$ cat src/rtl/wdt_sup_pkg.sv
package wdt_sup_pkg;

    typedef enum logic [1:0] {
        SEL_LONG  = 2'b00,
        SEL_MID   = 2'b01,
        SEL_SHORT = 2'b10,
        SEL_OFF   = 2'b11
    } wd_sel_e;

    typedef enum logic {
        WD_RUN  = 1'b0,
        WD_BARK = 1'b1
    } wd_state_e;

    typedef struct packed {
        logic kick;
        logic low;
    } sync_evt_t;

    function automatic int unsigned sel_ticks(input wd_sel_e s,
                                              input int unsigned t_long,
                                              input int unsigned t_mid,
                                              input int unsigned t_short);
        case (s)
            SEL_LONG:  return t_long;
            SEL_MID:   return t_mid;
            SEL_SHORT: return t_short;
            default:   return 1;
        endcase
    endfunction

endpackage

$ cat src/rtl/wdt_in_sync.sv
module wdt_in_sync
    import wdt_sup_pkg::*;
(
    input  logic      clk,
    input  logic      rst,
    input  logic      cs_n_i,
    input  logic      low_i,
    output sync_evt_t evt
);
    logic cs_s1, cs_s2, cs_prev;
    logic low_s1, low_s2;

    always_ff @(posedge clk) begin
        if (rst) begin
            cs_s1   <= 1'b1;
            cs_s2   <= 1'b1;
            cs_prev <= 1'b1;
            low_s1  <= 1'b0;
            low_s2  <= 1'b0;
        end else begin
            cs_s1   <= cs_n_i;
            cs_s2   <= cs_s1;
            cs_prev <= cs_s2;
            low_s1  <= low_i;
            low_s2  <= low_s1;
        end
    end

    always_comb begin
        evt.kick = cs_prev & ~cs_s2;
        evt.low  = low_s2;
    end
endmodule

$ cat src/rtl/wdt_prescaler.sv
module wdt_prescaler #(
    parameter int unsigned CYCLES = 5_000_000
) (
    input  logic clk,
    input  logic rst,
    input  logic clr,
    output logic tick
);
    localparam int unsigned CNT_W = $clog2(CYCLES + 1);
    localparam logic [CNT_W-1:0] LAST = CNT_W'(CYCLES - 1);

    logic [CNT_W-1:0] cnt_q;

    assign tick = (cnt_q == LAST);

    always_ff @(posedge clk) begin
        if (rst || clr) begin
            cnt_q <= '0;
        end else if (tick) begin
            cnt_q <= '0;
        end else begin
            cnt_q <= cnt_q + 1'b1;
        end
    end
endmodule

$ cat src/rtl/wdt_timer.sv
module wdt_timer
    import wdt_sup_pkg::*;
#(
    parameter int unsigned LONG_TICKS  = 14,
    parameter int unsigned MID_TICKS   = 6,
    parameter int unsigned SHORT_TICKS = 2,
    parameter int unsigned PULSE_TICKS = 2,
    parameter int unsigned TCNT_W      = 4
) (
    input  logic              clk,
    input  logic              rst,
    input  logic              tick,
    input  logic              kick,
    input  logic              sel_wr,
    input  logic              hold,
    input  wd_sel_e           sel,
    output logic              bark,
    output logic              restart,
    output logic [TCNT_W-1:0] tcnt
);
    localparam logic [TCNT_W-1:0] PULSE_LAST = TCNT_W'(PULSE_TICKS - 1);

    wd_state_e         state_q;
    logic [TCNT_W-1:0] tcnt_q;
    logic [TCNT_W-1:0] limit_last;

    always_comb begin
        limit_last = TCNT_W'(sel_ticks(sel, LONG_TICKS, MID_TICKS, SHORT_TICKS) - 1);
        restart    = hold | ((state_q == WD_RUN) & (kick | sel_wr | (sel == SEL_OFF)));
        bark       = (state_q == WD_BARK);
        tcnt       = tcnt_q;
    end

    always_ff @(posedge clk) begin
        if (rst || restart) begin
            state_q <= WD_RUN;
            tcnt_q  <= '0;
        end else if (tick) begin
            case (state_q)
                WD_RUN: begin
                    if (tcnt_q == limit_last) begin
                        state_q <= WD_BARK;
                        tcnt_q  <= '0;
                    end else begin
                        tcnt_q  <= tcnt_q + 1'b1;
                    end
                end
                default: begin
                    if (tcnt_q == PULSE_LAST) begin
                        state_q <= WD_RUN;
                        tcnt_q  <= '0;
                    end else begin
                        tcnt_q  <= tcnt_q + 1'b1;
                    end
                end
            endcase
        end
    end
endmodule

$ cat src/rtl/wdt_supply_guard.sv
module wdt_supply_guard #(
    parameter int unsigned STAB_CYCLES = 5_000_000
) (
    input  logic clk,
    input  logic rst,
    input  logic low,
    output logic hold
);
    localparam int unsigned STAB_W = $clog2(STAB_CYCLES + 1);
    localparam logic [STAB_W-1:0] STAB_LAST = STAB_W'(STAB_CYCLES - 1);

    logic [STAB_W-1:0] cnt_q;
    logic              hold_q;

    assign hold = hold_q;

    always_ff @(posedge clk) begin
        if (rst) begin
            hold_q <= 1'b0;
            cnt_q  <= '0;
        end else if (low) begin
            hold_q <= 1'b1;
            cnt_q  <= '0;
        end else if (hold_q) begin
            if (cnt_q == STAB_LAST) begin
                hold_q <= 1'b0;
                cnt_q  <= '0;
            end else begin
                cnt_q  <= cnt_q + 1'b1;
            end
        end
    end
endmodule

$ cat src/rtl/wdt_supervisor.sv
module wdt_supervisor
    import wdt_sup_pkg::*;
#(
    parameter int unsigned TICK_CYCLES = 5_000_000,
    parameter int unsigned LONG_TICKS  = 14,
    parameter int unsigned MID_TICKS   = 6,
    parameter int unsigned SHORT_TICKS = 2,
    parameter int unsigned PULSE_TICKS = 2,
    parameter int unsigned STAB_CYCLES = 5_000_000,
    parameter logic [1:0]  SEL_INIT    = 2'b00
) (
    input  logic       clk,
    input  logic       rst,
    input  logic       low_supply_i,
    input  logic       cs_n_i,
    input  logic       sel_wr_i,
    input  logic [1:0] sel_i,
    output logic       rst_o,
    output logic       rst_n_o
);
    localparam int unsigned MAX_TICKS = (LONG_TICKS > PULSE_TICKS) ? LONG_TICKS : PULSE_TICKS;
    localparam int unsigned TCNT_W    = $clog2(MAX_TICKS + 1);

    // Persistent setting: no reset term, only the strobe changes it.
    wd_sel_e sel_q = wd_sel_e'(SEL_INIT);

    always_ff @(posedge clk) begin
        if (sel_wr_i) begin
            sel_q <= wd_sel_e'(sel_i);
        end
    end

    sync_evt_t         evt;
    logic              tick;
    logic              restart;
    logic              bark;
    logic              hold;
    logic [TCNT_W-1:0] tcnt;

    wdt_in_sync u_sync (
        .clk    (clk),
        .rst    (rst),
        .cs_n_i (cs_n_i),
        .low_i  (low_supply_i),
        .evt    (evt)
    );

    wdt_prescaler #(.CYCLES(TICK_CYCLES)) u_pres (
        .clk  (clk),
        .rst  (rst),
        .clr  (restart),
        .tick (tick)
    );

    wdt_supply_guard #(.STAB_CYCLES(STAB_CYCLES)) u_guard (
        .clk  (clk),
        .rst  (rst),
        .low  (evt.low),
        .hold (hold)
    );

    wdt_timer #(
        .LONG_TICKS  (LONG_TICKS),
        .MID_TICKS   (MID_TICKS),
        .SHORT_TICKS (SHORT_TICKS),
        .PULSE_TICKS (PULSE_TICKS),
        .TCNT_W      (TCNT_W)
    ) u_timer (
        .clk     (clk),
        .rst     (rst),
        .tick    (tick),
        .kick    (evt.kick),
        .sel_wr  (sel_wr_i),
        .hold    (hold),
        .sel     (sel_q),
        .bark    (bark),
        .restart (restart),
        .tcnt    (tcnt)
    );

    assign rst_o   = bark | hold;
    assign rst_n_o = ~rst_o;
endmodule

$ cat config.mk
export PLATFORM = sky130hd
export DESIGN_NAME = wdt_supervisor
export DESIGN_NICKNAME = d
export VERILOG_FILES = /design/src/rtl/wdt_sup_pkg.sv /design/src/rtl/wdt_in_sync.sv /design/src/rtl/wdt_prescaler.sv /design/src/rtl/wdt_timer.sv /design/src/rtl/wdt_supply_guard.sv /design/src/rtl/wdt_supervisor.sv
export SDC_FILE = /design/constraint.sdc
export NUM_CORES = 1
export LEC_CHECK = 0
export BUFFER_PORTS_ARGS = -buffer_cell sky130_fd_sc_hd__buf_2
export CORE_MARGIN = 4
export CORE_UTILIZATION = 30
export DETAILED_ROUTE_END_ITERATION = 10
export HOLD_SLACK_MARGIN = 0.15
export SLEW_MARGIN = 30
export SYNTH_ARGS = -nofsm -noshare
export SYNTH_HDL_FRONTEND = slang
export SYNTH_SLANG_ARGS = --single-unit
$ cat constraint.sdc
create_clock -name clk -period 3.1 [get_ports clk]
set_input_delay 0.775 -clock clk [delete_from_list [all_inputs] [get_ports clk]]
set_output_delay 0.775 -clock clk [all_outputs]
set_load 0.005 [all_outputs]
## Word level (Yosys, flattened, before mapping)

Index checks and enable logic that the tools add are counted.

- Register bits: 59
- Output and inout port bits: 2

- $add $sub $neg: 4
- Equal/unequal tests: 7
- Muxes and demuxes: 11
- Bitwise operators: 9
- Reductions and logical operators: 4

Operators by type and width:

| kind | count |
|---|---|
| 23-bit by 1-bit adder with 23-bit output, second input constant | 2 |
| 23-bit equality test, second input constant | 2 |
| 23-bit two-way mux | 1 |
| 4-bit two-way mux | 3 |
| 4-bit case mux with 3 select lines | 1 |
| 1-bit two-way mux | 6 |
| 4-bit by 1-bit adder with 4-bit output, second input constant | 1 |
| 2-bit equality test, second input constant | 2 |
| 4-bit by 1-bit equality test with 1-bit output, second input constant | 1 |
| 4-bit equality test | 1 |
| 1-bit bitwise OR | 4 |
| 2-bit OR reduction | 2 |
| 4-bit by 1-bit subtractor with 4-bit output, second input constant | 1 |
| 1-bit inverter | 3 |
| 1-bit bitwise AND | 2 |
| 2-bit by 1-bit equality test with 1-bit output, second input constant | 1 |
| 2-bit logical NOT | 1 |
| 1-bit logical OR | 1 |

## Depth between registers and ports, before layout

Gate-level depths: netlist of the first run.

- Depth in word-level cells: 8
- Mapped depth: 8
- Depth with buffers taken out: 6

## Modules after synthesis

A second synthesis of the first run with hierarchy kept.

- Cell total of the unflattened synthesis: 316
- Area, all modules: 2835.2 um2

Modules (own cells, without submodules):

| module | times used | cells each | area each (um2) | seq. area each (um2) |
|---|---|---|---|---|
| wdt_supply_guard | 1 | 131 | 1136.1 | 480.5 |
| wdt_prescaler | 1 | 125 | 1126.1 | 460.4 |
| wdt_timer | 1 | 44 | 357.8 | 100.1 |
| wdt_in_sync | 1 | 12 | 145.1 | 100.1 |
| wdt_supervisor | 1 | 4 | 70.1 | 60.1 |

## Worst setup path after synthesis of the first run

No wires, ideal clock.

- Kind: input-to-reg
- Start point: in sel_wr_i
- End point: reg u_pres.cnt_q[9]
- Setup time: 65 ps
- Arrival: 1851 ps
- Data required time: 3035 ps
- Slack: 1184 ps
- Stages: 6
- Path buffers: 2
- Cell sequence: a221oi_1 -> o21ai_0 -> or2_2 -> buf_2 -> buf_2 -> nor2_1

- Longest elaborated chain between the ends: 6

Ends and longest elaborated chain:

| element | line | source |
|---|---|---|
| from (decl) | wdt_supervisor.sv:16 | `input logic sel_wr_i,` |
| 1-bit bitwise OR (2 in a row) | wdt_timer.sv:29 | `restart = hold \| ((state_q == WD_RUN) & (kick \| sel_wr \| (sel == SEL_OFF)));` |
| 1-bit bitwise AND | wdt_timer.sv:29 |  |
| 1-bit bitwise OR | wdt_timer.sv:29 |  |
| 1-bit logical OR | wdt_prescaler.sv:17 | `if (rst \|\| clr) begin` |
| 2-bit OR reduction (no line) | n/a |  |
| to (signal assigned) | wdt_prescaler.sv:22 | `cnt_q <= cnt_q + 1'b1;` |
| to (decl) | wdt_prescaler.sv:12 | `logic [CNT_W-1:0] cnt_q;` |

No other way between the ends.
A chain may end at the register's enable or synchronous reset.

## Final worst setup path of the first run

- Start point: reg u_guard.cnt_q[3]
- End point: reg u_guard.cnt_q[9]

- Longest elaborated chain between the ends: 2
- Elaborated cells on any way between the ends: 3

Ends and longest elaborated chain:

| element | line | source |
|---|---|---|
| from (decl) | wdt_supply_guard.sv:12 | `logic [STAB_W-1:0] cnt_q;` |
| from (signal assigned) | wdt_supply_guard.sv:29 | `cnt_q <= cnt_q + 1'b1;` |
| 23-bit by 1-bit adder with 23-bit output / 23-bit equality test (equally long branches) | wdt_supply_guard.sv:29, wdt_supply_guard.sv:25 |  |
| 23-bit two-way mux * | wdt_supply_guard.sv:25 | `if (cnt_q == STAB_LAST) begin` |

Every way passes the cells marked *; elsewhere a longest branch is shown, timed or not.

==> flow_summary.toml, run 1 <==
[status]
status = "finished, final reports clean"

[setup_path]
critPathCaptureType = "flip-flop"
worstSetupStartpointType = "flip-flop"
reg2reg_depth = 5
path_max_fanout = 20
worst_ep_arrival_time_ps = 2460
path_cells = "nand3_2 > or4b_1 > nor4_1 > a211o_1 > nor2_1"
critical-path-top-delay-family = "simple AND/OR/NAND/NOR gates"
crit_required_ps = 3280
reg2reg_slack_ps = 820
slowest_delay_ps = 610
rr_endpoint = "u_guard.cnt_q[9]$_SDFFE_PP0P_"
r2r-start = "u_guard.cnt_q[3]$_SDFFE_PP0P_"
critPathKind = "reg -> reg"
critical_path_buf_inv_count = 0
worst_path_max_delay_cell = "a211o_1"

[clocking]
clk_path_buf_depth = 2
cts.repair.resized = 0
clk_latency_ps = 330
htree_levels = 3
hold_buffers = 0
clk_pin_slew_ps = 60
cts.sinks = 59
root_buffer = "clkbuf_8"
post-cts-setup-buffers = 0
cts_buffers = 9
cts_tree = "done"

[worst_hold_path]
hold_end = "u_sync.cs_s2$_SDFF_PP1_"
hold_depth = 1
hp-class = "reg -> reg"
hold_start = "u_sync.cs_s1$_SDFF_PP1_"

[die]
die_w_um = 102
fp.dieArea_sq_mm = 0.0105
io_pins = 9
core_sq_mm = 0.00872
rows = 34
start_util_pct = 30.7
die-height_um = 102

[cells_and_area]
fin_nets = 320
layout_common_cells = "dfxtp_1, nor2_1, xor2_1"
area_growth_syn_to_layout_pct = 11.8
drive_gt1_share_pct = 11.8
final_common_cell = "dfxtp_1"
postLayoutCoreUtil_pct = 34.3
final_cell_area_sq_mm = 0.00299
num_antenna_cells = 0
layout.cells.non_filler = 422

[power_and_ir_drop]
peakVddDrop_mv = 0.382
p_per_area_mw_per_mm2 = 488
leakagePower_nw = 0.978
report.power.total_mw = 1.46

[timing]
min_period_ps = 2280
fin_skew_ps = 6.87
hold_slack_ps = 412
fmax_mhz = 439
hold_viol = 0
fin_ws_ps = 823
worstMarginPinSlew_ps = 814
setup_tns_ps = 0
maxSlewHeadroom_pct = 45.3
finalCritPeriodShare_pct = 73.4
setup_viol = 0
finalMaxSlewViolations = 0
rsz0062_at_grt = "false"

[synthesis]
synth_cells = 298
async_flop_share_pct = 0
netlist_area_sq_mm = 0.00268
synth-seq-cells = 59
synth_top_area_share_pct = 42.6
synth.area.top_cells = "dfxtp_1, xor2_1, nor2_1"
synthFlopType = "dfxtp_1"
synth_cell_types = 46
synth_edf_count = 2
synth-seq-area-share_pct = 44.9
syn-num-nets = 309
yosys_warnings = 0
synth_area_per_cell_sq_um = 8.98
yosys.area.top_type = "dfxtp_1"

[grt]
grt_pass1_vias = 1904
grt_max_degree = 24
grt_first_pass_wirelength_um = 8290
gr-usage-all-layers_pct = 9.74
antenna_found_initial = 0
grt_overflow = 0

[drt]
vias = 1989
first_pass_iters = 4
wire_per_inst_um = 10.9
vias_per_cell = 4.71
drt-total-wl_um = 4590
drc = 0
drt_iter0_drc = 49
drtAntennaViolNets = 0

[place]
place_area_sq_mm = 0.00280
place.gp.congestion = 0.778
numPortBuffers = 8
place.detailed.hpwl_um = 3230
placed_cells = 406
place_ws_ps = 824

[run]
maxCapViolations = 0
## report_power, final
part,total (mW),leakage [nW],internal (mW),switching [mW]
logic,0.0365,0.403,0.0149,0.0216
registers,0.777,0.480,0.770,0.00681
clock network,0.647,0.0951,0.364,0.283
## flip-flops by register name, indices dropped and copies added, names as in the netlist
| name | cells |
|---|---|
| u_sync.cs_s2 | 1 |
| u_sync.cs_prev | 1 |
| sel_q | 2 |
| u_sync.low_s1 | 1 |
| u_timer.bark | 1 |
| u_guard.hold | 1 |
| u_timer.tcnt | 4 |
| u_pres.cnt_q | 23 |
| u_guard.cnt_q | 23 |
| u_sync.cs_s1 | 1 |
| u_sync.low_s2 | 1 |
## per-layer routing
layer / track usage (%) / routed length (um) / share of wire, %
met2: 15.0 / 2040 / 44
met3: 2.87 / 142 / 3.1
met5: 0 / 0 / 0
met4: 4.34 / 67 / 1.5
met1: 12.6 / 2350 / 51
## cell families after synthesis
family                   share of synthesized area (%)
AO/OA/AOI/OAI                                     4.16
multiplexers                                     0.795
buffers and inverters                             3.93
flip-flops                                        44.9
AND/OR/NAND/NOR                                   30.6
adder cells (fa/ha/maj)                           1.87
XOR/XNOR                                          13.7
## Yosys cell counts, types with 2 or more instances
cell type  instances
nor4_1             5
nand4b_1           2
a31oi_1            2
edfxtp_1           2
and3_1             6
nand3b_1           2
nand2b_1           3
xor2_1            25
nand4_1           12
buf_2              3
clkbuf_1           2
a21oi_1            4
or2_2              6
nor2_1            52
and4_1             3
nand3_1           19
o21ai_0            2
nor3_1             7
xnor2_1           17
ha_1               4
dfxtp_1           57
nand2_1           17
buf_4              3
nor2b_1            4
nor4b_1            5
inv_1             13
nor2_2             2
## worst max-delay path by stage
stage                                        from                              to  slack [ps]  cells past startpoint
finish              u_guard.cnt_q[3]$_SDFFE_PP0P_   u_guard.cnt_q[9]$_SDFFE_PP0P_         820                      5
global route        u_guard.cnt_q[4]$_SDFFE_PP0P_  u_guard.cnt_q[13]$_SDFFE_PP0P_         600                      5
CTS                 u_guard.cnt_q[3]$_SDFFE_PP0P_   u_guard.cnt_q[3]$_SDFFE_PP0P_         810                      5
detailed placement  u_guard.cnt_q[3]$_SDFFE_PP0P_  u_guard.cnt_q[10]$_SDFFE_PP0P_         820                      5
global placement    u_guard.cnt_q[4]$_SDFFE_PP0P_  u_guard.cnt_q[16]$_SDFFE_PP0P_         910                      5
floorplan                                sel_wr_i      u_pres.cnt_q[9]$_SDFF_PP0_        1180                      6
## final cells by class
class | instances | area, sq um
fillers | 885 | 5730
multi-input cells | 217 | 1380
flip-flops and latches | 59 | 1200
well taps | 108 | 135
clock buffers | 10 | 128
clock inverters | 6 | 56.3
inverters | 13 | 48.8
repair buffers | 9 | 47.5
No activity file was read; power rests on OpenSTA's default activity.
==> inputs of run 2 (changes only) <==
- clock period: 3.1 -> 2.3 ns (I/O delays scaled with it)
==> run 2 against run 1 <==
Design area increased by 1.3%. Wire length increased by 0.59%. Total power increased by 34%. Sequential share of layout area decreased by 0.50 points. Critical endpoint is now u_guard.cnt_q[4]$_SDFFE_PP0P_. Critical path depth increased by 1. Largest cell class unchanged.
==> flow_summary.toml, run 2 (synthesis gave the netlist of run 1 again) <==
[power_and_ir_drop]
peakVddDrop_mv = 0.405
p_int_mw = 1.54
p_per_area_mw_per_mm2 = 646
clkPwrFrac_pct = 43.9
swShare_pct = 21.5
p_seq_share_pct = 53.4
power_switching_uw = 422
comb_power_share_pct = 2.8
leakagePower_nw = 1.01

[cells_and_area]
final_common_cell = "dfxtp_1"
layout_common_cells = "dfxtp_1, nor2_1, xor2_1"
layout.cells.non_filler = 428
area_growth_syn_to_layout_pct = 13.2
num_antenna_cells = 0
drive_gt1_share_pct = 13.4
fin_nets = 326

[drt]
drt-total-wl_um = 4620
first_pass_iters = 4
drc = 0
wire_per_inst_um = 10.8
vias = 2009
vias_per_cell = 4.69
drtAntennaViolNets = 0
drt_iter0_drc = 56

[timing]
maxSlewHeadroom_pct = 64.1
setup_tns_ps = 0
fin_skew_ps = 10.1
finalCritPeriodShare_pct = 89.3
setup_viol = 0
fmax_mhz = 487
finalMaxSlewViolations = 0
min_period_ps = 2050
worstMarginPinSlew_ps = 531
hold_viol = 0
rsz0062_at_grt = "false"

[setup_path]
crit_required_ps = 2520
critPathCaptureType = "flip-flop"
worst_path_max_delay_cell = "or4b_1"
path_max_fanout = 20
path_cells = "nand3_2 > or4b_1 > nor4_1 > a211o_1 > buf_4 > nor2_1"
critPathKind = "reg -> reg"
worst_ep_arrival_time_ps = 2270
r2r-start = "u_guard.cnt_q[3]$_SDFFE_PP0P_"
worstSetupStartpointType = "flip-flop"
crit_start = "u_guard.cnt_q[3]$_SDFFE_PP0P_"
slowest_delay_ps = 570

[clocking]
clk_latency_ps = 340
clk_path_buf_depth = 2
root_buffer = "clkbuf_8"
hold_buffers = 0
post-cts-setup-buffers = 0
cts.sinks = 59
clk_pin_slew_ps = 70
htree_levels = 3
cts.repair.resized = 0
cts_tree = "done"
cts_buffers = 9

[place]
place.gp.congestion = 0.738
placed_cells = 412
place.detailed.hpwl_um = 3230
numPortBuffers = 8

[die]
die-height_um = 102
die_w_um = 102
fp.dieArea_sq_mm = 0.0105
io_pins = 9
rows = 34
start_util_pct = 30.7
core_sq_mm = 0.00872

[grt]
grt_overflow = 0
grt_pass1_vias = 1963
grt_first_pass_wirelength_um = 8600
gr-usage-all-layers_pct = 10.1
grt_max_degree = 24
antenna_found_initial = 0

[worst_hold_path]
hp-class = "in -> reg"
hold_start = "sel_i[1]"

[run]
maxCapViolations = 0

[status]
status = "finished, final reports clean"
==> run 2: per-stage QoR <==
step	hold slack (ps)	total power, mW	utilization [%]	area, sq um	setup slack (ps)
3_3_place_gp	394	1.12	32.7	2850	301
6_report	409	1.96	34.7	3030	245
5_1_grt	394	2.03	34.7	3030	84.6
4_1_cts	391	1.99	34.7	3030	245
3_5_place_dp	399	1.12	32.7	2850	252
2_1_floorplan	389	1.11	-	2680	399
==> run 2: cell type report <==
| class | count | area (sq um) |
|---|---|---|
| repair buffers | 15 | 92.6 |
| well taps | 108 | 135 |
| flip-flops and latches | 59 | 1200 |
| fillers | 901 | 5690 |
| clock inverters | 2 | 10.0 |
| clock buffers | 14 | 173 |
| multi-input cells | 217 | 1370 |
| inverters | 13 | 48.8 |
==> run 2: routing by layer <==
metal	up-vias	GRT usage [%]	share of wire [%]
met2	25	15.6	44
met5	-	0	0
met1	920	13.1	50
met3	14	2.25	2.9
met4	0	5.75	2.8
li1	1050	-	-
==> run 2: power groups by stage <==
stage | logic (mW) | registers (mW) | clock network [mW]
after CTS | 0.0557 | 1.05 | 0.890
final | 0.0541 | 1.05 | 0.859
after detailed placement | 0.0555 | 1.07 | 0
after global routing | 0.0629 | 1.05 | 0.924
after floorplan | 0.0417 | 1.07 | 0
after global placement | 0.0546 | 1.07 | 0
==> run 2: worst paths after layout <==
path / endpoint / slack, ps / cells after the start
min reg2reg: u_sync.cs_s2$_SDFF_PP1_ / 410 / 1
min: sel_q[1]$_DFFE_PP_ / 410 / 1
max reg2reg: u_guard.cnt_q[4]$_SDFFE_PP0P_ / 250 / 6
max: u_guard.cnt_q[4]$_SDFFE_PP0P_ / 250 / 6
==> run 2: worst max-delay path, delay by kind of cell, from the launching register on <==
family / cells / cell delay, ps
simple gates: 4 / 1130
buf+inv: 1 / 240
flops: 1 / 390
compound gates: 1 / 180
==> inputs of run 3 (changes only) <==
- clock period: 2.3 -> 2.15 ns (I/O delays scaled with it)
==> run 3 against run 2 <==
Die area stayed put. Critical path depth stayed put. Clock skew is 0.66 ps higher. Register-to-register slack worse by 20 ps. Hold slack worse by 37 ps. First-iteration DRC count is 20% higher. Wire length is 4.7% higher. Critical endpoint is now u_guard.cnt_q[14]$_SDFFE_PP0P_. Highest routed layer unchanged.
==> flow_summary.toml, run 3 (synthesis gave the netlist of run 1 again) <==
[drt]
wire_per_inst_um = 11.3
drt_iter0_drc = 67
drt-total-wl_um = 4840
vias = 2040
drtAntennaViolNets = 0
vias_per_cell = 4.74
drc = 0
first_pass_iters = 4

[grt]
grt_pass1_vias = 1931
antenna_found_initial = 0
gr-usage-all-layers_pct = 10.1
grt_max_degree = 24
grt_overflow = 0
grt_first_pass_wirelength_um = 8440

[cells_and_area]
drive_gt1_share_pct = 14.0
final_cell_area_sq_mm = 0.00308
layout.cells.non_filler = 430
num_antenna_cells = 0
area_growth_syn_to_layout_pct = 15.1
fill_cells = 892
layout_common_cells = "dfxtp_1, nor2_1, xor2_1"
postLayoutCoreUtil_pct = 35.3
fin_nets = 329
final_common_cell = "dfxtp_1"

[timing]
hold_slack_ps = 373
fin_ws_ps = 222
min_period_ps = 1930
fin_skew_ps = 10.7
fmax_mhz = 519
finalCritPeriodShare_pct = 89.7
setup_viol = 0
hold_viol = 0
rsz0062_at_grt = "false"
finalMaxSlewViolations = 0
maxSlewHeadroom_pct = 65.8
worstMarginPinSlew_ps = 506
setup_tns_ps = 0

[place]
numPortBuffers = 8
place_ws_ps = 224
place.gp.congestion = 0.749
place_area_sq_mm = 0.00290
place.detailed.hpwl_um = 3360
placed_cells = 415

[setup_path]
critPathKind = "reg -> reg"
rr_endpoint = "u_guard.cnt_q[14]$_SDFFE_PP0P_"
crit_start = "u_guard.cnt_q[3]$_SDFFE_PP0P_"
critPathCaptureType = "flip-flop"
crit_required_ps = 2370
reg2reg_depth = 6
worst_ep_arrival_time_ps = 2150
worstSetupStartpointType = "flip-flop"
r2r-start = "u_guard.cnt_q[3]$_SDFFE_PP0P_"
reg2reg_slack_ps = 220
cp-endpoint = "u_guard.cnt_q[14]$_SDFFE_PP0P_"
path_max_fanout = 20

[run]
maxCapViolations = 0

[die]
fp.dieArea_sq_mm = 0.0105
die-height_um = 102
rows = 34
io_pins = 9
die_w_um = 102
core_sq_mm = 0.00872
start_util_pct = 30.7

[clocking]
hold_buffers = 0
cts.repair.resized = 0
post-cts-setup-buffers = 0
cts_buffers = 9
cts_tree = "done"
clk_latency_ps = 330
clk_pin_slew_ps = 70
htree_levels = 3
cts.sinks = 59
root_buffer = "clkbuf_8"
clk_path_buf_depth = 2

[power_and_ir_drop]
p_per_area_mw_per_mm2 = 701
leakagePower_nw = 1.04
peakVddDrop_mv = 0.360
report.power.total_mw = 2.16

[status]
status = "finished, final reports clean"

[worst_hold_path]
hp-class = "in -> reg"
## run 3: area by class of cell
class	count	area, sq um	area share [%]
Clock buffer	12	145	4.71
Clock inverter	3	40.0	1.30
Inverter	13	48.8	1.58
Multi-Input combinational cell	217	1370	44.5
Sequential cell	59	1200	39.0
Tap cell	108	135	4.39
Timing Repair Buffer	18	140	4.55
## run 3: how the worst min path moves through the flow
stage	startpoint	slack, ps	end	depth (start not counted)
floorplan	u_sync.cs_s1$_SDFF_PP1_	390	u_sync.cs_s2$_SDFF_PP1_	1
global placement	u_sync.cs_s1$_SDFF_PP1_	390	u_sync.cs_s2$_SDFF_PP1_	1
detailed placement	u_sync.cs_s1$_SDFF_PP1_	400	u_sync.cs_s2$_SDFF_PP1_	1
CTS	sel_i[0]	350	sel_q[0]$_DFFE_PP_	1
global route	sel_i[0]	360	sel_q[0]$_DFFE_PP_	1
finish	sel_i[0]	370	sel_q[0]$_DFFE_PP_	1
## run 3: per-layer routing
metal  routed length [um]  vias up  GRT usage [%]
li1                     -     1060              -
met1                 2420      937           12.8
met2                 2160       33           15.7
met3                  145       10           2.46
met4                  108        0           5.75
met5                    0        -              0
## run 3: power by group
group / switching (mW) / internal [mW]
combinational: 0.0360 / 0.0316
clock: 0.416 / 0.557
sequential: 0.00815 / 1.11
## run 3: critical path, stage by stage (launching register included)
cell	delay, ps
dfxtp_1	390
nand3_2	120
or4b_1	560
nor4_1	310
a211o_1	210
buf_12	160
nor2_1	60
